[src/rtl/mct_pkg.sv]
package mct_pkg;
  typedef enum logic [1:0] {
    EDGE_NONE = 2'b00,
    EDGE_RISE = 2'b01,
    EDGE_FALL = 2'b10,
    EDGE_BOTH = 2'b11
  } edge_sel_e;

  function automatic logic edge_taken(input logic [1:0] sel, input logic now_lvl);
    case (edge_sel_e'(sel))
      EDGE_RISE: edge_taken = now_lvl;
      EDGE_FALL: edge_taken = !now_lvl;
      EDGE_BOTH: edge_taken = 1'b1;
      default:   edge_taken = 1'b0;
    endcase
  endfunction
endpackage

[src/rtl/mct_count_core.sv]
module mct_count_core #(
  parameter int CNT_W = 16
) (
  input  logic             clk,
  input  logic             rst_n,
  input  logic             cnt_stb,
  input  logic             run,
  input  logic [CNT_W-1:0] cmp_val,
  output logic [CNT_W-1:0] cnt_q,
  output logic             match_evt,
  output logic             cmp_irq,
  output logic             ovf_irq
);
  localparam logic [CNT_W-1:0] CNT_MAX = '1;

  logic tick;
  logic cmp_zero;
  logic cmp_full;
  logic wrap_evt;

  always_comb begin
    tick      = cnt_stb && run;
    cmp_zero  = (cmp_val == '0);
    cmp_full  = (cmp_val == CNT_MAX);
    match_evt = tick && !cmp_zero && !cmp_full && (cnt_q == cmp_val);
    wrap_evt  = tick && !cmp_zero && (cnt_q == CNT_MAX);
  end

  always_ff @(posedge clk or negedge rst_n) begin
    if (!rst_n) begin
      cnt_q   <= '0;
      cmp_irq <= 1'b0;
      ovf_irq <= 1'b0;
    end else begin
      cmp_irq <= (run && cmp_zero) || match_evt;
      ovf_irq <= wrap_evt;
      if (tick) begin
        if (cmp_zero || match_evt) cnt_q <= '0;
        else                       cnt_q <= cnt_q + 1'b1;
      end
    end
  end
endmodule

[src/rtl/mct_capture_unit.sv]
module mct_capture_unit
  import mct_pkg::*;
#(
  parameter int CNT_W       = 16,
  parameter int SYNC_STAGES = 2,
  parameter int EDGE_PIPE   = 3
) (
  input  logic             clk,
  input  logic             rst_n,
  input  logic             cnt_stb,
  input  logic             cap_in,
  input  logic [1:0]       edge_sel,
  input  logic [CNT_W-1:0] cnt_q,
  input  logic             match_evt,
  output logic [CNT_W-1:0] cap_val,
  output logic             cap_flag,
  output logic             cap_irq
);
  localparam int NEW_IDX = EDGE_PIPE - 2;
  localparam int OLD_IDX = EDGE_PIPE - 1;

  logic [SYNC_STAGES-1:0] sync_q;
  logic [EDGE_PIPE-1:0]   pipe_q;
  logic                   clr_seen;
  logic                   fire;

  genvar g;
  generate
    for (g = 0; g < SYNC_STAGES; g++) begin : g_sync
      always_ff @(posedge clk or negedge rst_n) begin
        if (!rst_n) sync_q[g] <= 1'b0;
        else        sync_q[g] <= (g == 0) ? cap_in : sync_q[(g == 0) ? 0 : g-1];
      end
    end
  endgenerate

  always_comb begin
    fire = cnt_stb && (pipe_q[NEW_IDX] != pipe_q[OLD_IDX]) &&
           edge_taken(edge_sel, pipe_q[NEW_IDX]);
  end

  always_ff @(posedge clk or negedge rst_n) begin
    if (!rst_n) begin
      pipe_q   <= '0;
      clr_seen <= 1'b0;
      cap_val  <= '0;
      cap_flag <= 1'b0;
      cap_irq  <= 1'b0;
    end else begin
      cap_irq <= fire;
      if (cnt_stb) pipe_q <= {pipe_q[EDGE_PIPE-2:0], sync_q[SYNC_STAGES-1]};
      if (fire) begin
        cap_val  <= cnt_q;
        cap_flag <= clr_seen || match_evt;
        clr_seen <= 1'b0;
      end else if (match_evt) begin
        clr_seen <= 1'b1;
      end
    end
  end
endmodule

[src/rtl/match_clear_timer.sv]
module match_clear_timer #(
  parameter int CNT_W = 16
) (
  input  logic             clk,
  input  logic             rst_n,
  input  logic             cnt_stb,
  input  logic             run,
  input  logic [CNT_W-1:0] cmp_val,
  input  logic [1:0]       edge_sel,
  input  logic             cap_in,
  output logic [CNT_W-1:0] cap_val,
  output logic             cap_flag,
  output logic             cmp_irq,
  output logic             ovf_irq,
  output logic             cap_irq
);
  logic [CNT_W-1:0] cnt_q;
  logic             match_evt;

  mct_count_core #(.CNT_W(CNT_W)) u_core (
    .clk       (clk),
    .rst_n     (rst_n),
    .cnt_stb   (cnt_stb),
    .run       (run),
    .cmp_val   (cmp_val),
    .cnt_q     (cnt_q),
    .match_evt (match_evt),
    .cmp_irq   (cmp_irq),
    .ovf_irq   (ovf_irq)
  );

  mct_capture_unit #(.CNT_W(CNT_W), .SYNC_STAGES(2), .EDGE_PIPE(3)) u_cap (
    .clk       (clk),
    .rst_n     (rst_n),
    .cnt_stb   (cnt_stb),
    .cap_in    (cap_in),
    .edge_sel  (edge_sel),
    .cnt_q     (cnt_q),
    .match_evt (match_evt),
    .cap_val   (cap_val),
    .cap_flag  (cap_flag),
    .cap_irq   (cap_irq)
  );
endmodule

[config.mk]
export PLATFORM = sky130hd
export DESIGN_NAME = match_clear_timer
export DESIGN_NICKNAME = d
export VERILOG_FILES = /design/src/rtl/mct_pkg.sv /design/src/rtl/mct_count_core.sv /design/src/rtl/mct_capture_unit.sv /design/src/rtl/match_clear_timer.sv
export SDC_FILE = /design/constraint.sdc
export NUM_CORES = 1
export LEC_CHECK = 0
export BUFFER_PORTS_ARGS = -buffer_cell sky130_fd_sc_hd__buf_2
export CORE_MARGIN = 2
export CORE_UTILIZATION = 40
export CTS_BUF_LIST = sky130_fd_sc_hd__clkbuf_4
export CTS_CLUSTER_DIAMETER = 50
export CTS_CLUSTER_SIZE = 14
export DETAILED_ROUTE_END_ITERATION = 16
export HOLD_SLACK_MARGIN = 0.1
export PLACE_DENSITY = 0.72
export SYNTH_ARGS = -nofsm -noshare
export SYNTH_HDL_FRONTEND = slang
export SYNTH_SLANG_ARGS = --single-unit
export TNS_END_PERCENT = 30
[constraint.sdc]
create_clock -name clk -period 2.7 [get_ports clk]
set_clock_uncertainty 0.15 [all_clocks]
set_input_delay 0.54 -clock clk [delete_from_list [all_inputs] [get_ports clk]]
set_output_delay 0.54 -clock clk [all_outputs]
set_load 0.1 [all_outputs]
* Word level (Yosys, flattened, before mapping) *
Index checks and enable logic that the tools add are counted.

operators by class
  equality and inequality tests = 7
  $add $sub $neg = 1
  muxes and demuxes = 4
  reduce and logical (&&, ||, !) cells = 16

operators by type and width
  operator                                              count
  equality test 16 bit (second input constant)          2
  adder 16 x 1 -> 16 bit (second input constant)        1
  equality test 16 bit                                  1
  zero test 16 bit                                      1
  two-way mux 16 bit                                    1
  logical AND 1 bit                                     8
  equality test 2 bit (second input constant)           2
  zero test 1 bit                                       3
  logical OR 1 bit                                      3
  one-hot mux 1 bit (3 select lines)                    1
  equality test 2 x 1 -> 1 bit (second input constant)  1
  two-way mux 1 bit                                     2
  nonzero test 2 bit                                    1
  != test 1 bit                                         1

storage, ports and cells
  flip-flop bits (word level) = 42
  word-level logic and storage cells = 38
  input port bits = 23

* Logic depth before layout (Yosys ltp) *
Gate-level depths: netlist of run 1.

  depth in word-level cells = 7
  mapped depth = 7
  depth with buffers taken out = 6

* Modules after synthesis *
From an unflattened synthesis of run 1, not the netlist that was laid out.

second synthesis, totals
  cells, all modules = 173
  area, all modules = 2,135.8 um2

by module, submodules not included
  module            area an instance (um2)  seq. area each (um2)  instances  cells each
  mct_count_core    1,213.7                 450.4                 1          123
  mct_capture_unit  922.1                   600.6                 1          50

* Worst setup path before layout of run 1 *
Ideal clock, no wire load.

  path type = input to register
  start = in cmp_val[13]
  end = reg u_core.cnt_q[7]
  slack = 0.860 ns
  setup time = 0.119 ns
  arrival = 1.571 ns
  stages = 6
  cell sequence = xnor2_1 -> nand4_1 -> or3_4 -> o21ai_4 -> buf_6 -> nor2_1

on the way
  longest elaborated chain between the ends = 7

RTL lines
  element                         line                    source
  start, declared                 match_clear_timer.sv:8  input logic [CNT_W-1:0] cmp_val,
  zero test 16 bit                mct_count_core.sv:23    cmp_zero = (cmp_val == '0);
  zero test 1 bit                 mct_count_core.sv:25    match_evt = tick && !cmp_zero && !cmp_full && (cnt_q == cmp_val);
  logical AND 1 bit (3 in a row)  mct_count_core.sv:25
  logical OR 1 bit (*)            mct_count_core.sv:38    if (cmp_zero || match_evt) cnt_q <= '0;
  two-way mux 16 bit (*)          mct_count_core.sv:38
  end signal, assigned            mct_count_core.sv:39    else cnt_q <= cnt_q + 1'b1;
  end, declared                   mct_count_core.sv:9     output logic [CNT_W-1:0] cnt_q,

Mark *: on every way between the ends. The rest lies on a longest branch, timed or not.
A chain may end at the register's enable or synchronous reset.

* Worst setup path in the final report of run 1 *
  start = reg u_core.cnt_q[3]
  end = reg u_core.cnt_q[11]

on the way
  longest elaborated chain between the ends = 4

RTL lines
  element                                                                         line
  parallel branches: the longest is 3 deep, another holds adder 16 x 1 -> 16 bit  -
  two-way mux 16 bit (*)                                                          mct_count_core.sv:38

Mark *: on every way between the ends.

==> results of run 1 <==
[state kept, by name, indices dropped and copies added, names as in the netlist]
| register | flops |
|---|---|
| u_core.cmp_irq | 1 |
| u_cap.cap_val | 16 |
| u_cap.clr_seen | 1 |
| u_cap.cap_flag | 1 |
| u_cap.cap_irq | 1 |
| u_cap.pipe_q | 3 |
| u_core.ovf_irq | 1 |
| u_core.cnt_q | 16 |
| u_cap.sync_q | 2 |
[placed cells by master (no fill, tap or decap), types with 2 or more instances in the layout]
cell,count
nand2_1,13
xnor2_1,16
nor3_1,3
nand3_1,6
buf_2,42
xor2_1,14
mux2_2,18
or2_2,2
o21ai_0,4
inv_1,2
nor2_1,20
dfrtp_1,42
clkbuf_4,6
nand4_1,11
and4_1,2
nor4_1,8
[critical path, stage by stage, from the launching register on]
cell	delay (ns)
dfrtp_1	0.49
xor2_1	0.20
nor4_1	0.39
nand3_1	0.20
o21ai_4	0.37
nor2_1	0.11
[cell type report]
cell class,count,area share (%)
sequential,42,45.0
multi-input combinational,128,39.1
timing repair buffer,44,9.74
tap,67,3.59
clock buffer,6,1.93
clock inverter,2,0.375
inverter,2,0.321
[per-layer routing]
layer | routed length, um | GRT usage (%) | vias up | part of all wire [%]
met4 | 99 | 6.82 | 0 | 2.3
met5 | 0 | 0 | - | 0
met3 | 161 | 4.50 | 7 | 3.8
met1 | 2020 | 22.2 | 697 | 48
li1 | - | - | 716 | -
met2 | 1950 | 24.8 | 33 | 46
[how the worst min path moves through the flow]
stage	start	endpoint	cells after the start
after CTS	cap_in	u_cap.sync_q[0]$_DFF_PN0_	1
final	rst_n	u_cap.pipe_q[0]$_DFFE_PN0P_	1
after floorplan	rst_n	u_cap.cap_flag$_DFFE_PN0P_	0
after global placement	u_cap.sync_q[0]$_DFF_PN0_	u_cap.sync_q[1]$_DFF_PN0_	0
after detailed placement	u_cap.sync_q[0]$_DFF_PN0_	u_cap.sync_q[1]$_DFF_PN0_	0
after global routing	rst_n	u_cap.pipe_q[0]$_DFFE_PN0P_	1
[metrics by stage]
stage                     power, W  utilization (%)
after floorplan            0.00140                -
after global placement     0.00150             47.2
after detailed placement   0.00151             47.2
after CTS                  0.00182             48.3
after global routing       0.00188             48.5
final                      0.00180             48.5
[cells by family (layout without fill, tap and decap cells)]
kind of cell    Yosys count  after routing  share of synthesized area [%]
compound gates            8              8                           3.13
flops                    42             42                           51.5
simple gates             70             70                           17.7
buf+inv                  11             54                           3.68
fa+ha+maj                 1              1                          0.613
mux                      19             19                           10.4
xor+xnor                 30             30                           12.9
[power groups by stage]
stage / logic [W] / clock network [W] / registers, W
after global routing: 0.000711 / 0.000341 / 0.000828
after CTS: 0.000684 / 0.000319 / 0.000814
after floorplan: 0.000217 / 0 / 0.00118
after global placement: 0.000676 / 0 / 0.000825
after detailed placement: 0.000683 / 0 / 0.000827
final: 0.000680 / 0.000306 / 0.000814
==> flow_summary.ini, run 1 <==
[cts]
cts.path.max_buffers = 2
ctsResizeCount = 0
post_cts_buffers = 0
ctsHoldBuffers = 0
clkLatencyLatePin_ns = 0.36
cts_made_buffers = 5
cts.sinks = 42
cts_root_buf = clkbuf_4
cts_tree = yes
clk_transition_reported_paths_ns = 0.13
h-tree-depth = 2

[yosys]
synth.area.top_cells = dfrtp_1 52%, mux2_2 9.9%, xnor2_1 6.9%
async_flop_share_pct = 100
synth-seq-cells = 42
seq_area_frac_synth_pct = 51.5
syn_nets = 205
synthTopCellsByCount = 42 x dfrtp_1, 20 x nor2_1, 18 x mux2_2, 16 x xnor2_1, 14 x xor2_1
synth_top_area_share_pct = 51.5
synth_top_area_cell = dfrtp_1
synth_area_um2 = 2040
synth_edf_count = 0
syn_area_per_cell_um2 = 11.3
synth_cells = 181
ys.flop_type = dfrtp_1
synth_cell_types = 30
yosysMostFrequentCell = dfrtp_1
yosysWarningCount = 0

[pwr]
switching_share_pct = 44.9
p_int_w = 0.000993
cellLeakagePower_nw = 1.10
vdd_ir_drop_max_mv = 0.455
p_comb_share_pct = 37.8
pwr-share-seq_pct = 45.2
switchingPower_w = 0.000808
pwr-share-clk_pct = 17.0
p_per_area_nw_per_um2 = 771

[timing]
fin_ws_ns = 0.656
slew_violations = 0
hold_viol_final = 0
maxSlewHeadroom_pct = 37.1
hold_ws_ns = 0.153
grt_setup_unrepaired = false
period_share_pct = 75.7
tightest_slew_ns = 0.943
setup_viol_count_final = 0
fin_crit_ns = 2.04
tns_ns = 0
max_freq_ghz = 0.489

[global_routing]
grt_pass1_wl_mm = 6.81
gr-usage-all-layers_pct = 16.4
grt_pass1_vias = 1421
grt_max_degree = 43
grt-ovfl-total = 0
antenna_found_initial = 0

[worst_setup_path]
r2r-end = u_core.cnt_q[11]$_DFFE_PN0N_
cp-startpoint = u_core.cnt_q[3]$_DFFE_PN0N_
startpoint_type = flop
cp.required_ns = 2.78
worstPathArrival_ns = 2.12
ff2ff_path_depth = 5
cp_max_fo = 14
endpoint = u_core.cnt_q[11]$_DFFE_PN0N_
r2r-start = u_core.cnt_q[3]$_DFFE_PN0N_
endpoint_kind = flop
rrSetupSlack_ns = 0.66
crit_type = flop to flop

[routing]
ant_nets = 0
post_drt_wl_per_cell_um = 14.5
viasPerCell = 4.99
drt_pass1_iterations = 4
drcViolationCount = 0
vias = 1453
wl_mm = 4.23
first_iter_violations = 117

[die]
rows = 25
ioPinCount = 43
die-area_um2 = 5690
die_y_um = 75.4
fp.dieW_um = 75.4
core_um2 = 4820
start_util_pct = 42.3

[place]
port_buffers = 42
placed_area_um2 = 2270
place_ws_ns = 0.510
hpwl_mm = 3.12
place_congestion = 0.844
dpl.cell_count = 282

[final_layout]
regArea_um2 = 1050
areaGrowthSynthToFinish_pct = 14.6
final_cells = 291
diodes = 0
fin_area_um2 = 2340
multiInputGateArea_um2 = 913
nNetsFinal = 247
fill_cells = 463
drive_gt1_share_pct = 32.6

[worst_hold_path]
hold_path.class = input port to async pin

[status]
status = finished clean

[job]
max_cap_violations = 0
Power figures use the tool's default switching activity.
==> run 2, diff against run 1 <==
--- a/config.mk
+++ b/config.mk
@@ -5,6 +5,7 @@
 export SDC_FILE = /design/constraint.sdc
 export NUM_CORES = 1
 export LEC_CHECK = 0
+export ABC_AREA = 1
 export BUFFER_PORTS_ARGS = -buffer_cell sky130_fd_sc_hd__buf_2
 export CORE_MARGIN = 2
 export CORE_UTILIZATION = 40
@@ -13,7 +14,7 @@
 export CTS_CLUSTER_SIZE = 14
 export DETAILED_ROUTE_END_ITERATION = 16
 export HOLD_SLACK_MARGIN = 0.1
-export PLACE_DENSITY = 0.72
+export PLACE_DENSITY = 0.71
 export SYNTH_ARGS = -nofsm -noshare
 export SYNTH_HDL_FRONTEND = slang
 export SYNTH_SLANG_ARGS = --single-unit
==> constraint.sdc (replaced) <==
create_clock -name clk -period 2.1 [get_ports clk]
set_clock_uncertainty 0.15 [all_clocks]
set_input_delay 0.42 -clock clk [delete_from_list [all_inputs] [get_ports clk]]
set_output_delay 0.42 -clock clk [all_outputs]
set_load 0.1 [all_outputs]
==> flow_summary.ini, run 2 <==
[routing]
ant_nets = 0
viasPerCell = 4.65
drt_pass1_iterations = 4
vias = 1896
first_iter_violations = 149
post_drt_wl_per_cell_um = 11.6
wl_mm = 4.74
drcViolationCount = 0

[timing]
hold_viol_final = 0
slew_violations = 0
tightest_slew_ns = 0.521
maxSlewHeadroom_pct = 65.3
fin_ws_ns = 0.380
period_share_pct = 81.9
fin_crit_ns = 1.72
max_freq_ghz = 0.581
grt_setup_unrepaired = false
hold_ws_ns = 0.207
setup_viol_count_final = 0
tns_ns = 0

[yosys]
synth_top_area_share_pct = 46.2
synth_area_um2 = 2280
synth_xor_area_share_pct = 6.92
async_flop_share_pct = 100
synth_cells = 289
synth-seq-cells = 42
yosysWarningCount = 0
yosysMostFrequentCell = nand2_1
synth_top_family_by_area = simple AND/OR/NAND/NOR gates
seq_area_frac_synth_pct = 46.2
synth_compound_gate_area_share_pct = 9.67
synth_cell_types = 25
synth_fa_ha_area_share_pct = 0.549
synthMuxAreaShare_pct = 0
synth.area.top_cells = dfrtp_1 46%, nand2_1 15%, xor2_1 6.9%
synth-simple-area-share_pct = 29.1
syn_nets = 313
synth_top_area_cell = dfrtp_1
synthTopCellsByCount = 94 x nand2_1, 42 x dfrtp_1, 31 x nor2_1, 22 x inv_1, 18 x xor2_1
syn_area_per_cell_um2 = 7.88
ys.flop_type = dfrtp_1
synth_edf_count = 0

[pwr]
cellLeakagePower_nw = 1.37
fin_total_pwr_w = 0.00252
vdd_ir_drop_max_mv = 0.723
p_per_area_nw_per_um2 = 960

[place]
place_ws_ns = 0.297
place_congestion = 0.857
hpwl_mm = 3.65
port_buffers = 42

[worst_setup_path]
cp_cell_sequence = buf_2
crit_type = flop to output pin
cp_slowest_cell = buf_2
endpoint_kind = output pin
cp_max_fo = 2
cpLargestDelayFamily = buffers and inverters
cp.buffers_inverters = 1
critical_path.max_stage_delay_ns = 0.43
startpoint_type = flop
worstPathArrival_ns = 1.15
cp.required_ns = 1.53

[cts]
cts.sinks = 42
h-tree-depth = 2
ctsResizeCount = 0
cts.path.max_buffers = 2
cts_made_buffers = 5
clk_transition_reported_paths_ns = 0.12
cts_tree = yes
cts_root_buf = clkbuf_4
clkLatencyLatePin_ns = 0.34

[die]
fp.dieW_um = 79.5
core_um2 = 5510
ioPinCount = 43
die_y_um = 79.5
start_util_pct = 41.4
die-area_um2 = 6310
rows = 27

[final_layout]
drive_gt1_share_pct = 26.8
final_common_cell = nand2_1
multiInputGateArea_um2 = 1050
regArea_um2 = 1050
largestRegisters = u_cap.cap_val: 16 flops, u_core.cnt_q: 16 flops, u_cap.pipe_q: 3 flops
final_cell_mix = 94 x nand2_1, 42 x buf_2, 42 x dfrtp_1
diodes = 0
areaGrowthSynthToFinish_pct = 15.2
fill_cells = 527
nNetsFinal = 360

[global_routing]
grt_pass1_wl_mm = 8.07
use_met2_pct = 25.4
antenna_found_initial = 0
gr-usage-all-layers_pct = 16.3
grt_pass1_vias = 1774
grt-ovfl-total = 0
top_usage_layer = met2
met3_usage_pct = 3.28
grt_max_degree = 43
met1_usage_pct = 22.1

[worst_hold_path]
hold_path.class = input port to flop

[job]
max_cap_violations = 0

[status]
status = finished clean
run 2: layer usage:
metal  wire length, um  vias up
met2              2150       61
met4               129        0
met5                 0        -
li1                  -      982
met3               222       12
met1              2230      841
run 2: metrics by stage:
step	instance area (um2)	util [%]	instances
after detailed placement	2550	46.4	399
after global placement	2550	46.4	399
final	2620	47.6	408
after global routing	2620	47.6	408
after floorplan	2280	-	289
after CTS	2620	47.6	408
run 2: repair_timing:
action / in CTS / in global routing
setup endpoints to repair: 0 / 0
hold buffers: 2 / 0
setup buffers: 0 / 0
endpoints found under the hold margin: 43 / 0
run 2: area by class of cell:
| class | instances | area share, % |
|---|---|---|
| Sequential cell | 42 | 40.1 |
| Clock inverter | 2 | 0.382 |
| Multi-Input combinational cell | 207 | 40.2 |
| Inverter | 32 | 4.58 |
| Tap cell | 72 | 3.44 |
| Clock buffer | 5 | 1.43 |
| Timing Repair Buffer | 48 | 9.92 |
run 2: worst paths after layout:
path	start	endpoint	slack (ns)	depth (start not counted)
worst max register to register	u_core.cnt_q[4]$_DFFE_PN0N_	u_core.cnt_q[2]$_DFFE_PN0N_	0.39	7
worst min register to register	u_cap.sync_q[0]$_DFF_PN0_	u_cap.sync_q[1]$_DFF_PN0_	0.21	0
worst min-delay path	run	u_core.cmp_irq$_DFF_PN0_	0.21	2
worst max-delay path	u_cap.cap_val[7]$_DFFE_PN0P_	cap_val[7]	0.38	1
max in group asynchronous	rst_n	u_cap.cap_val[15]$_DFFE_PN0P_	0.93	3
min in group asynchronous	rst_n	u_cap.cap_val[0]$_DFFE_PN0P_	0.51	3
run 2: report_power, final:
| group | internal, W | switching [W] |
|---|---|---|
| Clock | 0.000121 | 0.000249 |
| Sequential | 0.000945 | 0.000127 |
| Combinational | 0.000210 | 0.000866 |
run 2: logic make-up after synthesis:
kind of cell	Yosys count
compound gates	36
buf+inv	40
xor+xnor	18
fa+ha+maj	1
flops	42
simple gates	152
==> run 3, diff against run 2 <==
==> constraint.sdc (replaced) <==
create_clock -name clk -period 1.79 [get_ports clk]
set_clock_uncertainty 0.15 [all_clocks]
set_input_delay 0.358 -clock clk [delete_from_list [all_inputs] [get_ports clk]]
set_output_delay 0.358 -clock clk [all_outputs]
set_load 0.1 [all_outputs]
==> flow_summary.ini, run 3 (same netlist as run 2, synthesis figures left out) <==
[place]
place_congestion = 0.825
port_buffers = 42
dpl.cell_count = 403
hpwl_mm = 3.88
placed_area_um2 = 2600

[worst_setup_path]
cpLargestDelayFamily = simple AND/OR/NAND/NOR gates
startpoint_type = flop
cp.buffers_inverters = 0
crit_type = flop to flop
worstPathArrival_ns = 1.82
endpoint_kind = flop
cp_slowest_cell = dfrtp_1
cp.required_ns = 1.91
cp_max_fo = 4
cp_cell_sequence = ha_2 -> nand2_4 -> nor2_1 -> nand2_1 -> nor2_1 -> nand2_1 -> xor2_1 -> a21oi_2
critical_path.max_stage_delay_ns = 0.43

[die]
fp.dieW_um = 79.5
ioPinCount = 43
die-area_um2 = 6310
core_um2 = 5510
start_util_pct = 41.4
die_y_um = 79.5
rows = 27

[global_routing]
grt_pass1_vias = 1800
grt_pass1_wl_mm = 8.43
gr-usage-all-layers_pct = 17.1
grt_max_degree = 23
grt-ovfl-total = 0
antenna_found_initial = 0

[worst_hold_path]
hold_path.class = input port to flop

[cts]
cts_tree = yes
clk_transition_reported_paths_ns = 0.13
cts_root_buf = clkbuf_4
cts.sinks = 42
cts.path.max_buffers = 2
clkLatencyLatePin_ns = 0.35
cts_made_buffers = 5
h-tree-depth = 2

[final_layout]
final_common_cell = nand2_1
regArea_um2 = 1050
fin_area_um2 = 2750
areaGrowthSynthToFinish_pct = 20.7
multiInputGateArea_um2 = 1080
fill_cells = 542
drive_gt1_share_pct = 29.4
final_cell_mix = 93 x nand2_1, 42 x buf_2, 42 x dfrtp_1
largestRegisters = u_cap.cap_val: 16 flops, u_core.cnt_q: 16 flops, u_cap.pipe_q: 3 flops
nNetsFinal = 367
final_cells = 416
diodes = 0

[timing]
period_share_pct = 94.6
maxSlewHeadroom_pct = 67.7
tightest_slew_ns = 0.488
slew_violations = 0
grt_setup_unrepaired = true
max_freq_ghz = 0.591
hold_viol_final = 0
fin_crit_ns = 1.69
setup_viol_count_final = 0

[job]
max_cap_violations = 0

[routing]
ant_nets = 0
drt_pass1_iterations = 4
wl_mm = 5.02
post_drt_wl_per_cell_um = 12.1
drcViolationCount = 0
first_iter_violations = 110
vias = 1942
viasPerCell = 4.67

[status]
status = finished clean

[pwr]
p_per_area_nw_per_um2 = 1160
vdd_ir_drop_max_mv = 0.793
cellLeakagePower_nw = 1.43
-- run 3: area by class of cell --
cell class | count | area share, %
clock buffer | 6 | 1.64
clock inverter | 2 | 1.37
inverter | 32 | 4.37
multi-input combinational | 207 | 39.3
sequential | 42 | 38.2
tap | 72 | 3.28
timing repair buffer | 55 | 11.8
-- run 3: worst reg2reg max path: stages (launching register included) --
cell and delay [ns]:
dfrtp_1 0.43, ha_2 0.24, nand2_4 0.07, nor2_1 0.09, nand2_1 0.10, nor2_1 0.18, nand2_1 0.08, xor2_1 0.15
a21oi_2 0.12
-- run 3: power breakdown --
group          switching [W]  internal [W]  total (W)
Sequential          0.000144       0.00111    0.00125
Combinational        0.00104      0.000286    0.00133
Clock               0.000308      0.000310   0.000618
-- run 3: final timing paths --
check,from,to,slack [ns],depth (start not counted)
max,u_core.cnt_q[0]$_DFFE_PN0N_,u_core.cnt_q[12]$_DFFE_PN0N_,0.1,8
min,run,u_core.cmp_irq$_DFF_PN0_,0.13,2
max reg2reg,u_core.cnt_q[0]$_DFFE_PN0N_,u_core.cnt_q[12]$_DFFE_PN0N_,0.1,8
min reg2reg,u_cap.sync_q[0]$_DFF_PN0_,u_cap.sync_q[1]$_DFF_PN0_,0.21,0
max in group asynchronous,rst_n,u_core.cnt_q[14]$_DFFE_PN0N_,0.79,3
min in group asynchronous,rst_n,u_cap.cap_val[0]$_DFFE_PN0P_,0.23,2
-- run 3: per-stage QoR --
| stage | util [%] | setup WS, ns | total power (W) | hold slack [ns] | TNS (ns) |
|---|---|---|---|---|---|
| floorplan | - | 0.222 | 0.00227 | -0.0876 | 0 |
| detailed placement | 47.2 | 0.0265 | 0.00255 | 0.0888 | 0 |
| global route | 49.9 | -0.0198 | 0.00336 | 0.118 | -0.0544 |
| CTS | 49.0 | 0.0771 | 0.00318 | 0.120 | 0 |
| global placement | 47.2 | 0.108 | 0.00253 | 0.0878 | 0 |
| finish | 49.9 | 0.0974 | 0.00320 | 0.134 | 0 |
-- run 3: metal layers --
metal	share of wire, %	vias up	wire length (um)	track usage [%]
met4	1.3	0	65	5.69
li1	-	998	-	-
met3	2.8	5	143	2.38
met1	47	908	2360	23.5
met2	49	31	2450	27.8
met5	0	-	0	0
-- run 3: timing repair --
item | 4_1_cts | 5_1_grt
setup buffers | 0 | 3
hold buffers | 2 | 0
setup endpoints to repair | 0 | 14
resized for setup | 0 | 6
endpoints found under the hold margin | 43 | 0
